==> config.mk <==
export PLATFORM = sky130hd
export DESIGN_NAME = dma_bus_arbiter
export DESIGN_NICKNAME = d
export VERILOG_FILES = /design/src/rtl/dma_arb_pkg.sv /design/src/rtl/dma_session_timer.sv /design/src/rtl/dma_arb_fsm.sv /design/src/rtl/dma_bus_arbiter.sv
export SDC_FILE = /design/constraint.sdc
export NUM_CORES = 1
export LEC_CHECK = 0
export ABC_AREA = 1
export BUFFER_PORTS_ARGS = -buffer_cell sky130_fd_sc_hd__buf_2
export CORE_UTILIZATION = 48
export CTS_CLUSTER_SIZE = 24
export DETAILED_ROUTE_END_ITERATION = 6
export HOLD_SLACK_MARGIN = 0.12
export PLACE_DENSITY_LB_ADDON = 0.05
export SLEW_MARGIN = 5
export SYNTH_ARGS = -nofsm -noshare
export SYNTH_HDL_FRONTEND = slang
export SYNTH_HIERARCHICAL = 1
export SYNTH_SLANG_ARGS = --single-unit
==> constraint.sdc <==
create_clock -name clk -period 2.1 [get_ports clk]
set_input_delay 0.21 -clock clk [delete_from_list [all_inputs] [get_ports clk]]
set_output_delay 0.21 -clock clk [all_outputs]
set_load 0.005 [all_outputs]
==> src/rtl/dma_arb_pkg.sv <==
package dma_arb_pkg;
   typedef enum logic [1:0] {
      ARB_IDLE     = 2'd0,
      ARB_WAIT_CPU = 2'd1,
      ARB_GRANTED  = 2'd2,
      ARB_TIMEOUT  = 2'd3
   } arb_state_e;
endpackage

==> src/rtl/dma_session_timer.sv <==
module dma_session_timer #(
   parameter int unsigned CNT_W      = 8,
   parameter bit          TIMEOUT_EN = 1'b1
) (
   input  logic             clk,
   input  logic             rst,
   input  logic             active_i,
   input  logic [CNT_W-1:0] limit_i,
   output logic [CNT_W-1:0] count_o,
   output logic             expire_o
);
   localparam logic [CNT_W-1:0] CNT_MAX = {CNT_W{1'b1}};

   logic [CNT_W-1:0] cnt_q;

   always_ff @(posedge clk) begin
      if (rst || !active_i)
         cnt_q <= '0;
      else if (cnt_q != CNT_MAX)
         cnt_q <= cnt_q + 1'b1;
   end

   assign count_o = cnt_q;

   generate
      if (TIMEOUT_EN) begin : g_timer
         logic [CNT_W:0] next_len;
         assign next_len = {1'b0, cnt_q} + 1'b1;
         assign expire_o = active_i && (limit_i != '0) && (next_len >= {1'b0, limit_i});
      end else begin : g_no_timer
         assign expire_o = 1'b0;
      end
   endgenerate

   // a zero limit never expires
   p_zero_limit_r8: assert property (@(posedge clk) disable iff (rst)
      (limit_i == '0) |-> !expire_o);
endmodule

==> src/rtl/dma_arb_fsm.sv <==
module dma_arb_fsm
   import dma_arb_pkg::*;
(
   input  logic       clk,
   input  logic       rst,
   input  logic       req_i,
   input  logic       cpu_idle_i,
   input  logic       pwr_down_i,
   input  logic       expire_i,
   output arb_state_e state_o,
   output logic       err_o
);
   arb_state_e state_q, state_d;
   logic       err_q;
   logic       bus_free;

   assign bus_free = pwr_down_i || cpu_idle_i;

   always_comb begin
      state_d = state_q;
      unique case (state_q)
         ARB_IDLE:
            if (req_i) state_d = bus_free ? ARB_GRANTED : ARB_WAIT_CPU;
         ARB_WAIT_CPU:
            if (!req_i)        state_d = ARB_IDLE;
            else if (bus_free) state_d = ARB_GRANTED;
         ARB_GRANTED:
            if (!req_i)        state_d = ARB_IDLE;
            else if (expire_i) state_d = ARB_TIMEOUT;
         ARB_TIMEOUT:
            if (!req_i)        state_d = ARB_IDLE;
         default:              state_d = ARB_IDLE;
      endcase
   end

   always_ff @(posedge clk) begin
      if (rst) begin
         state_q <= ARB_IDLE;
         err_q   <= 1'b0;
      end else begin
         state_q <= state_d;
         if (state_q == ARB_GRANTED && req_i && expire_i)
            err_q <= 1'b1;
      end
   end

   assign state_o = state_q;
   assign err_o   = err_q;

   // power-down grants straight from idle
   p_pd_grant_r4: assert property (@(posedge clk) disable iff (rst)
      (state_q == ARB_IDLE && req_i && pwr_down_i) |=> (state_q == ARB_GRANTED));
   // after timeout the request must drop before any new grant
   p_no_regrant_r7: assert property (@(posedge clk) disable iff (rst)
      (state_q == ARB_TIMEOUT && req_i) |=> (state_q == ARB_TIMEOUT));
   // withdrawn request while waiting returns to idle
   p_wait_withdraw_r10: assert property (@(posedge clk) disable iff (rst)
      (state_q == ARB_WAIT_CPU && !req_i) |=> (state_q == ARB_IDLE));
endmodule

==> src/rtl/dma_bus_arbiter.sv <==
module dma_bus_arbiter
   import dma_arb_pkg::*;
#(
   parameter int unsigned CNT_W      = 8,
   parameter bit          TIMEOUT_EN = 1'b1
) (
   input  logic             clk,
   input  logic             rst,
   input  logic             dma_req_i,
   input  logic             cpu_idle_i,
   input  logic             pwr_down_i,
   input  logic [CNT_W-1:0] timeout_limit_i,
   output logic             dma_gnt_o,
   output logic             cpu_hold_o,
   output logic             timeout_err_o
);
   generate
      if (CNT_W < 1 || CNT_W > 32) begin : g_bad_width
         $error("dma_bus_arbiter: CNT_W must be within 1..32");
      end
   endgenerate

   arb_state_e       state;
   logic             expire;
   logic             granted;
   logic [CNT_W-1:0] sess_cnt;

   assign granted = (state == ARB_GRANTED);

   dma_arb_fsm u_fsm (
      .clk        (clk),
      .rst        (rst),
      .req_i      (dma_req_i),
      .cpu_idle_i (cpu_idle_i),
      .pwr_down_i (pwr_down_i),
      .expire_i   (expire),
      .state_o    (state),
      .err_o      (timeout_err_o)
   );

   dma_session_timer #(
      .CNT_W      (CNT_W),
      .TIMEOUT_EN (TIMEOUT_EN)
   ) u_timer (
      .clk      (clk),
      .rst      (rst),
      .active_i (granted),
      .limit_i  (timeout_limit_i),
      .count_o  (sess_cnt),
      .expire_o (expire)
   );

   assign dma_gnt_o  = granted;
   assign cpu_hold_o = (state == ARB_WAIT_CPU) || granted;

   // a grant only ever comes with the CPU held
   p_gnt_holds_cpu_r2: assert property (@(posedge clk) disable iff (rst)
      dma_gnt_o |-> cpu_hold_o);
   // a sampled low request removes the grant at the next edge
   p_release_r5: assert property (@(posedge clk) disable iff (rst)
      (dma_gnt_o && !dma_req_i) |=> !dma_gnt_o);
   // the session counter stays below a nonzero limit while granted
   p_bound_r6: assert property (@(posedge clk) disable iff (rst)
      (dma_gnt_o && timeout_limit_i != '0) |-> (sess_cnt < timeout_limit_i));
   // the error flag is sticky
   p_sticky_err_r7: assert property (@(posedge clk) disable iff (rst)
      timeout_err_o |=> timeout_err_o);
   // a rising grant always answers a sampled request
   p_gnt_needs_req_r3: assert property (@(posedge clk) disable iff (rst)
      $rose(dma_gnt_o) |-> $past(dma_req_i));
endmodule

======== Word-level counts from Yosys, hierarchy flattened ========
Index checks and enable logic that the tools add are counted.
cells by class
  multiplexer cells ....................... 8
  equality and inequality tests ........... 8
  order comparisons ....................... 1
  reductions and logical operators ........ 11
  add/sub/neg operators ................... 2
operators with widths
  cell                                            count
  2-to-1 mux 2 bit                                7
  adder 8 x 1 -> 9 bit (second input constant)    1
  greater-or-equal comparator 9 x 8 -> 1 bit      1
  adder 8 x 1 -> 8 bit (second input constant)    1
  != test 8 bit (second input constant)           1
  one-hot mux 2 bit (4 select lines)              1
  nonzero test 8 bit                              1
  != test 3 x 2 -> 1 bit (second input constant)  2
  == test 2 bit (second input constant)           2
  logical AND 1 bit                               4
  != test 2 bit (second input constant)           2
  AND reduction 4 bit                             1
  logical OR 1 bit                                3
  == test 2 x 1 -> 1 bit (second input constant)  1
  logical NOT 2 bit                               1
  logical NOT 1 bit                               1
storage, ports and cells
  input bits .............................. 13
  output and inout bits ................... 3
  register bits after elaboration ......... 11
  word-level logic and storage cells ...... 33

======== Depth between registers and ports, before layout ========
Gate-level depths: netlist (run 1).
  depth after elaboration ................. 6
  mapped depth ............................ 21
  depth with buffers taken out ............ 21

======== By module ========
The synthesis (run 1) kept the hierarchy.
by module, submodules not included
  module             area an instance (µm²)  cells each  instances  sequential area each (µm²)
  dma_session_timer  633.1                   92          1          160.2
  dma_arb_fsm        222.7                   44          1          60.1
  dma_bus_arbiter    20.0                    3           1          0.0

======== Least setup slack after synthesis (run 1) ========
No wires, ideal clock.
  path kind ............................... register to register
  start point ............................. register u_timer.cnt_q[0] (netlist: u_timer/count_o[0])
  end point ............................... register u_fsm.state_q[0] (netlist: u_fsm/state_o[0])
  cell stages (with the launch flop) ...... 21
  setup slack ............................. -0.070 ns
  setup time .............................. 0.109 ns
  buffers on the path ..................... 0
  arrival time ............................ 2.061 ns
  period minus slack after synthesis ...... 2.170 ns
  data required time ...................... 1.991 ns
  path through ............................ dfxtp_1 ha_1 nand3_2 xor2_1 inv_1 ha_1 nand2_1 inv_1 nand3_1 nand3_1 nand2_1 nand2_1 nand2_1 a21oi_2 nor2_1 nand2_1 nand2_1 nor2_1 nand2_1 nand2_1 inv_1
between the ends
  word-level cells in the longest chain between the ends .. 5
ends and longest elaborated chain
  what                                        RTL line                 RTL
  start: declaration                          dma_session_timer.sv:14  logic [CNT_W-1:0] cnt_q;
  start signal: assignment                    dma_session_timer.sv:20  cnt_q <= cnt_q + 1'b1;
  adder 8 x 1 -> 9 bit                        dma_session_timer.sv:28  assign next_len = {1'b0, cnt_q} + 1'b1;
  net u_timer.g_timer.next_len[4]             dma_session_timer.sv:27  logic [CNT_W:0] next_len;
  greater-or-equal comparator 9 x 8 -> 1 bit  dma_session_timer.sv:29  assign expire_o = active_i && (limit_i != '0) && (next_len >= {1'b0, limit_i});
  logical AND 1 bit                           dma_session_timer.sv:29
  net expire                                  dma_bus_arbiter.sv:24    logic expire;
  != test 3 x 2 -> 1 bit (no source line)     -
  AND reduction 4 bit (no source line)        -
  end signal: assignment                      dma_arb_fsm.sv:41        state_q <= state_d;
  end: declaration                            dma_arb_fsm.sv:13        arb_state_e state_q, state_d;
The timed path passes the listed nets, and every way through them passes these cells.
A chain may end at the register's enable or synchronous reset.

======== Final worst setup path (run 1) ========
  start point ............................. register u_timer.cnt_q[1] (netlist: u_timer/count_o[1])
  end point ............................... register u_fsm.state_q[1] (netlist: u_fsm/state_o[1])
Same word-level chain as after synthesis.

==> reports/summary.txt, run 1 <==
DR DRC count: 0
Routability cong.: 0.733
Register area: 229 um2
Mean Syn Cell Area: 6.30 um2
Die Span Y: 44.7 um
Tot Pwr: 597 uW
Starting Density: 0.507
Max Cap Viol: 0
Avg WL per Cell: 9.36 um
Total global-route track usage: 0.195
Final wirelength: 1840 um
Worst VDD drop: 469 uV
Row Count: 15
Multi-input logic area: 633 um2
Status: finished with violations
Worst-margin pin slew: 0.278 ns
Slew headroom: 0.814
DRT antenna net count: 0
Slew Limit Fails: 0
CTS tree: done
Clk root buf: clkbuf_4
Post-Synth Adder-Cell Area: 0.143
Core Area: 1730 um2
Initial antenna violation count: 0
Port Buffers: 15
Comb pwr share: 0.347
Layout cell share with drive strength beyond 1: 0.331
Synth Area in Simple Gates: 0.340
F_max: 448 MHz
Global-route wire length before repair: 2730 um
Fin crit share: 1.06
Largest net degree at the start of global routing: 9
Number of DRC markers in iteration 0: 12
Failing checks: setup timing
Crit Path Class: flop to flop
Util after Layout: 0.711
Synthesis-to-layout area growth: 40.1%
Via count: 864
Hold WS: 0.207 ns
IO Pins: 16
Synth Area in Compound Gates: 0.0843
Commonest non-fill, non-tap cell in the layout: nand2_1
HP Class: input pin to flop
Die area: 2000 um2
Synth Warn #: 6
Most frequent cells in the layout: nand2_1 (31), inv_1 (30), nor2_1 (20), buf_2 (15), buf_4 (13)
NetSw: 211 uW
Via density: 4.39
CTS buffer count: 3
Syn_nets: 162
Final setup viols: 2
RSZ-0062 raised after global routing: true
Clk sinks: 11
Clock power frac: 0.238
PD cells: 486 nW/um2
Crit Path Max Fanout: 3
Yosys reg bits: 11
Worst endpoint required time: 2.27 ns
Mux cell area share after synthesis: 0
Max Buffers Root-to-Sink: 2
Cell count after synthesis: 139
H-tree depth: 1
Chip width: 44.7 um
Worst Skew: 0.00192 ns
Startpoint class of the critical path: flop
Worst Setup Slack post-DPL: -0.183 ns
Switching fraction of total power: 0.353
Worst skew pair latency: 0.27 ns
Sequential area share after synthesis: 0.251
Cell Area, Synth: 876 um2
Hold Buf Count CTS: 0
Hold Vio Cnt, Final: 0
Synth cell types: 19
Vias in the first global route: 693
CTS clk-pin slew, worst paths: 0.07 ns
Min Tclk post-route: 2.23 ns
CP arrival: 2.40 ns
Internal Power: 386 uW
Share of power burned in registers: 0.415
LEAKAGE: 0.000695 uW
Nets: 196
CP endpoint kind: flop
Grt ovf: 0
Xor/xnor share of the synthesized area: 0.0400
Post-route setup slack: -0.134 ns
Main combinational cell family by area after synthesis: simple AND/OR/NAND/NOR gates
Ant diodes: 0
TritonRoute pass-1 iters: 4
Number of fill cells: 157
Detail Placement HPWL: 1440 um
## power groups by stage
stage	Sequential [uW]	Combinational, uW	Clock, uW
after global placement	252	189	0
final	248	207	142
after floorplan	248	135	0
after detailed placement	253	193	0
after global routing	254	238	155
after CTS	248	197	149
## flip-flops by register name, summed over array words and instances (netlist names)
name / count
u_fsm/state_o: 2
u_fsm/err_o: 1
u_timer/count_o: 8
## through the flow
stage	setup TNS, ns	instances	area, um2
after global routing	-0.633	197	1230
after floorplan	0	139	891
after CTS	-0.161	195	1150
after global placement	-0.178	189	1070
final	-0.258	197	1230
after detailed placement	-0.333	189	1070
## repair_timing
action                     CTS  global route
pin swaps                    0             9
gates cloned                 0             0
setup buffers                2             2
setup endpoints to repair    3             3
gates resized for setup      5            16
## final timing paths
path / depth (start not counted) / slack (ns) / from / endpoint
worst max-delay path: 20 / -0.13 / u_timer/count_o[1]$_SDFFE_PP0N_ / u_fsm/state_o[1]$_SDFFE_PP0P_
worst min-delay path: 4 / 0.21 / rst / u_fsm/state_o[1]$_SDFFE_PP0P_
worst max register to register: 20 / -0.13 / u_timer/count_o[1]$_SDFFE_PP0N_ / u_fsm/state_o[1]$_SDFFE_PP0P_
worst min register to register: 1 / 0.46 / u_fsm/err_o$_SDFFE_PP0P_ / u_fsm/err_o$_SDFFE_PP0P_
## layer usage
layer / vias to the layer above / global-route usage / wire length (um)
met5: - / 0 / 0
met2: 15 / 0.276 / 802
met4: 0 / 0.127 / 31
li1: 485 / - / -
met3: 4 / 0.0240 / 62
met1: 360 / 0.276 / 946
## cells by family after synthesis
family,count (synthesis)
xor+xnor,4
buf+inv,33
simple gates,68
fa+ha+maj,10
compound gates,13
flops,11
## final cells by class
type,count,area share
clock buffers,4,0.0214
inverters,33,0.101
multi-input cells,95,0.516
flip-flops and latches,11,0.187
well taps,25,0.0255
repair buffers,29,0.150
## critical path: stages (launching register included)
cell and delay (ns):
dfxtp_4 0.36, ha_4 0.17, nand3_4 0.11, xor2_4 0.17, inv_2 0.06, ha_4 0.27
nand2_2 0.05, inv_2 0.06, nand3_2 0.06, nand3_2 0.05, nand2_1 0.04, nand2_1 0.06
nand2_2 0.06, a21oi_2 0.15, inv_1 0.06, nand2_1 0.05, nor2_1 0.04, nor2_1 0.11
nand3_1 0.10, nand2_1 0.07, nor2_1 0.03
## synth_stat cells
cell type  number  area share
a21oi_1         6       0.034
a21oi_2         1       0.010
dfxtp_1        11        0.25
ha_1           10        0.14
inv_1          32        0.14
inv_2           1      0.0043
nand2_1        35        0.15
nand3_1         6       0.034
nand3_2         1       0.011
nand3_4         1       0.020
nand4_1         2       0.014
nor2_1         21       0.090
nor2_2          1      0.0071
nor2_4          1       0.013
o21a_1          1      0.0086
o21ai_0         3       0.017
o21ai_1         1      0.0057
o21bai_1        1      0.0086
xor2_1          4       0.040
(Power assumes the default switching activity.)
==> run 2, diff against run 1 <==
Clock period 2.1 ns to 1.86 ns, I/O delays scaled along.
==> run 2 against run 1 <==
  * The flow still finishes with violations (setup timing)
  * Critical path depth unchanged
  * Core utilization down 0.72 points
  * Sequential cell count unchanged
  * Maximum frequency up 0.50%
  * Die area unchanged
  * Non-clock buffer count up 2
  * Critical endpoint unchanged
  * Largest cell class unchanged
==> reports/summary.txt, run 2 (same netlist as run 1, synthesis figures left out) <==
Status: finished with violations
Failing checks: setup timing
Layout cell share with drive strength beyond 1: 0.333 (+0.00194)
HP Class: input pin to flop
Number of fill cells: 170 (+8.3%)
Final setup viols: 3 (+1)
Chip width: 44.7 um (unchanged)
Worst R2R Start: u_timer/count_o[0]$_SDFFE_PP0N_
Max reg flops: 8 (unchanged)
CTS clk-pin slew, worst paths: 0.06 ns (about the same)
Number of DRC markers in iteration 0: 22 (+10)
Via density: 4.59 (+4.7%)
LEAKAGE: 0.000701 uW (+0.77%)
Vias in the first global route: 770 (+11%)
TritonRoute pass-1 iters: 4 (unchanged)
CTS tree: done
Tot Pwr: 683 uW (+14%)
Core Area: 1730 um2 (unchanged)
Die Span Y: 44.7 um (unchanged)
Ant diodes: 0 (unchanged)
Hold Vio Cnt, Final: 0 (unchanged)
Grt ovf: 0 (unchanged)
Clk sinks: 11 (unchanged)
Starting Density: 0.507 (unchanged)
Initial antenna violation count: 0 (unchanged)
Final wirelength: 1870 um (+1.3%)
Fin crit share: 1.20 (+0.131)
Via count: 914 (+5.8%)
H-tree depth: 1 (unchanged)
Row Count: 15 (unchanged)
Crit Path Class: flop to flop
Crit path to: u_fsm/state_o[1]$_SDFFE_PP0P_
Post-route setup slack: -0.363 ns (-0.229 ns)
Worst skew pair latency: 0.27 ns (about the same)
CP endpoint kind: flop
Worst-margin pin slew: 0.364 ns (+0.0857 ns)
Crit Path Max Fanout: 3 (unchanged)
Avg WL per Cell: 9.38 um (+0.28%)
CP arrival: 2.39 ns (about the same)
TNS Setup: -0.966 ns (-0.709 ns)
Port Buffers: 15 (unchanged)
Worst endpoint required time: 2.03 ns (-0.24 ns)
Util after Layout: 0.704 (-0.00725)
Hold Buf Count CTS: 0 (unchanged)
DRT antenna net count: 0 (unchanged)
CP startpoint: u_timer/count_o[0]$_SDFFE_PP0N_
Commonest non-fill, non-tap cell in the layout: nand2_1
Die area: 2000 um2 (unchanged)
Slew headroom: 0.756 (-0.0573)
Hold WS: 0.194 ns (-0.0134 ns)
Max Buffers Root-to-Sink: 2 (unchanged)
Largest net degree at the start of global routing: 9 (unchanged)
Clk root buf: clkbuf_4
Worst Skew: 0.000980 ns (-0.000940 ns)
Detail Placement HPWL: 1530 um (+6.2%)
IO Pins: 16 (unchanged)
Placed instance count: 193 (+2.1%)
Most frequent cells in the layout: nand2_1 (32), inv_1 (29), nor2_1 (18), buf_4 (16), buf_2 (15)
DR DRC count: 0 (unchanged)
Startpoint class of the critical path: flop
Slack of the worst reg-to-reg path: -0.36 ns (-0.23 ns)
Min Tclk post-route: 2.22 ns (-0.0111 ns)
Final cell count without fillers: 199 (+1.0%)
Total global-route track usage: 0.217 (+0.0219)
Worst VDD drop: 474 uV (+0.95%)
Slew Limit Fails: 0 (unchanged)
Global-route wire length before repair: 3040 um (+11%)
CTS buffer count: 3 (unchanged)
Max Cap Viol: 0 (unchanged)
Synthesis-to-layout area growth: 38.7%
RSZ-0062 raised after global routing: true
Nets: 198 (+1.0%)
F_max: 450 MHz (+0.50%)
Worst R2R Path Depth: 20 (unchanged)
FF-to-FF End: u_fsm/state_o[1]$_SDFFE_PP0P_
Routability cong.: 0.842 (+15%)
PD cells: 563 nW/um2 (+16%)
-- run 2: changes by cell type in the layout (fill, tap and decap cells not counted), moves of 2 or more --
cell,delta
nor2_1,-2
buf_4,+3
xor2_2,-2
xor2_1,+3
-- run 2: cell type report --
type                       instances  area (um2)  share of cell area
sequential                        11         231               0.191
timing repair buffer              31         195               0.161
multi-input combinational         95         607               0.499
clock buffer                       4        26.3              0.0216
inverter                          33         124               0.102
tap                               25        31.3              0.0257
-- run 2: power by group --
group	switching (uW)	internal, uW	total, uW
clock network	72.5	83.0	155
registers	28.6	252	280
logic	140	107	248
total	242	442	683
-- run 2: through the flow --
stage	setup WS [ns]	cell area (um2)
3_5_place_dp	-0.406	1110
6_report	-0.363	1210
2_1_floorplan	-0.206	898
3_3_place_gp	-0.350	1110
5_1_grt	-0.546	1210
4_1_cts	-0.369	1180
-- run 2: worst min path at each step --
| stage | startpoint | to | slack, ns | cells after the start |
|---|---|---|---|---|
| detailed placement | u_fsm/err_o$_SDFFE_PP0P_ | u_fsm/err_o$_SDFFE_PP0P_ | 0.45 | 1 |
| floorplan | rst | u_fsm/state_o[0]$_SDFFE_PP0P_ | 0.33 | 3 |
| global route | rst | u_fsm/state_o[0]$_SDFFE_PP0P_ | 0.20 | 4 |
| global placement | u_fsm/err_o$_SDFFE_PP0P_ | u_fsm/err_o$_SDFFE_PP0P_ | 0.44 | 1 |
| finish | rst | u_fsm/state_o[0]$_SDFFE_PP0P_ | 0.19 | 4 |
| CTS | rst | u_fsm/state_o[0]$_SDFFE_PP0P_ | 0.17 | 4 |
-- run 2: critical path: stages (launching register included) --
cell     delay (ns)
dfxtp_4        0.36
ha_4           0.17
nand3_4        0.10
xor2_2         0.18
inv_2          0.06
ha_4           0.27
nand2_2        0.05
inv_2          0.06
nand3_2        0.06
nand3_2        0.05
nand2_1        0.04
nand2_1        0.05
nand2_1        0.05
a21oi_2        0.15
inv_2          0.05
nand2_1        0.05
nor2_1         0.04
nor2_1         0.11
nand3_1        0.11
nand2_1        0.08
nor2_1         0.04
-- run 2: what timing repair did --
action                     4_1_cts  5_1_grt
setup endpoints to repair        3        3
setup buffers                    2        1
cloned                           0        0
resized for setup                6       13
pin swaps                        5       10
-- run 2: layer usage --
metal	global-route usage	share of wire
met1	0.293	0.52
met4	0.127	0.013
met3	0.0240	0.025
met2	0.332	0.44
met5	0	0
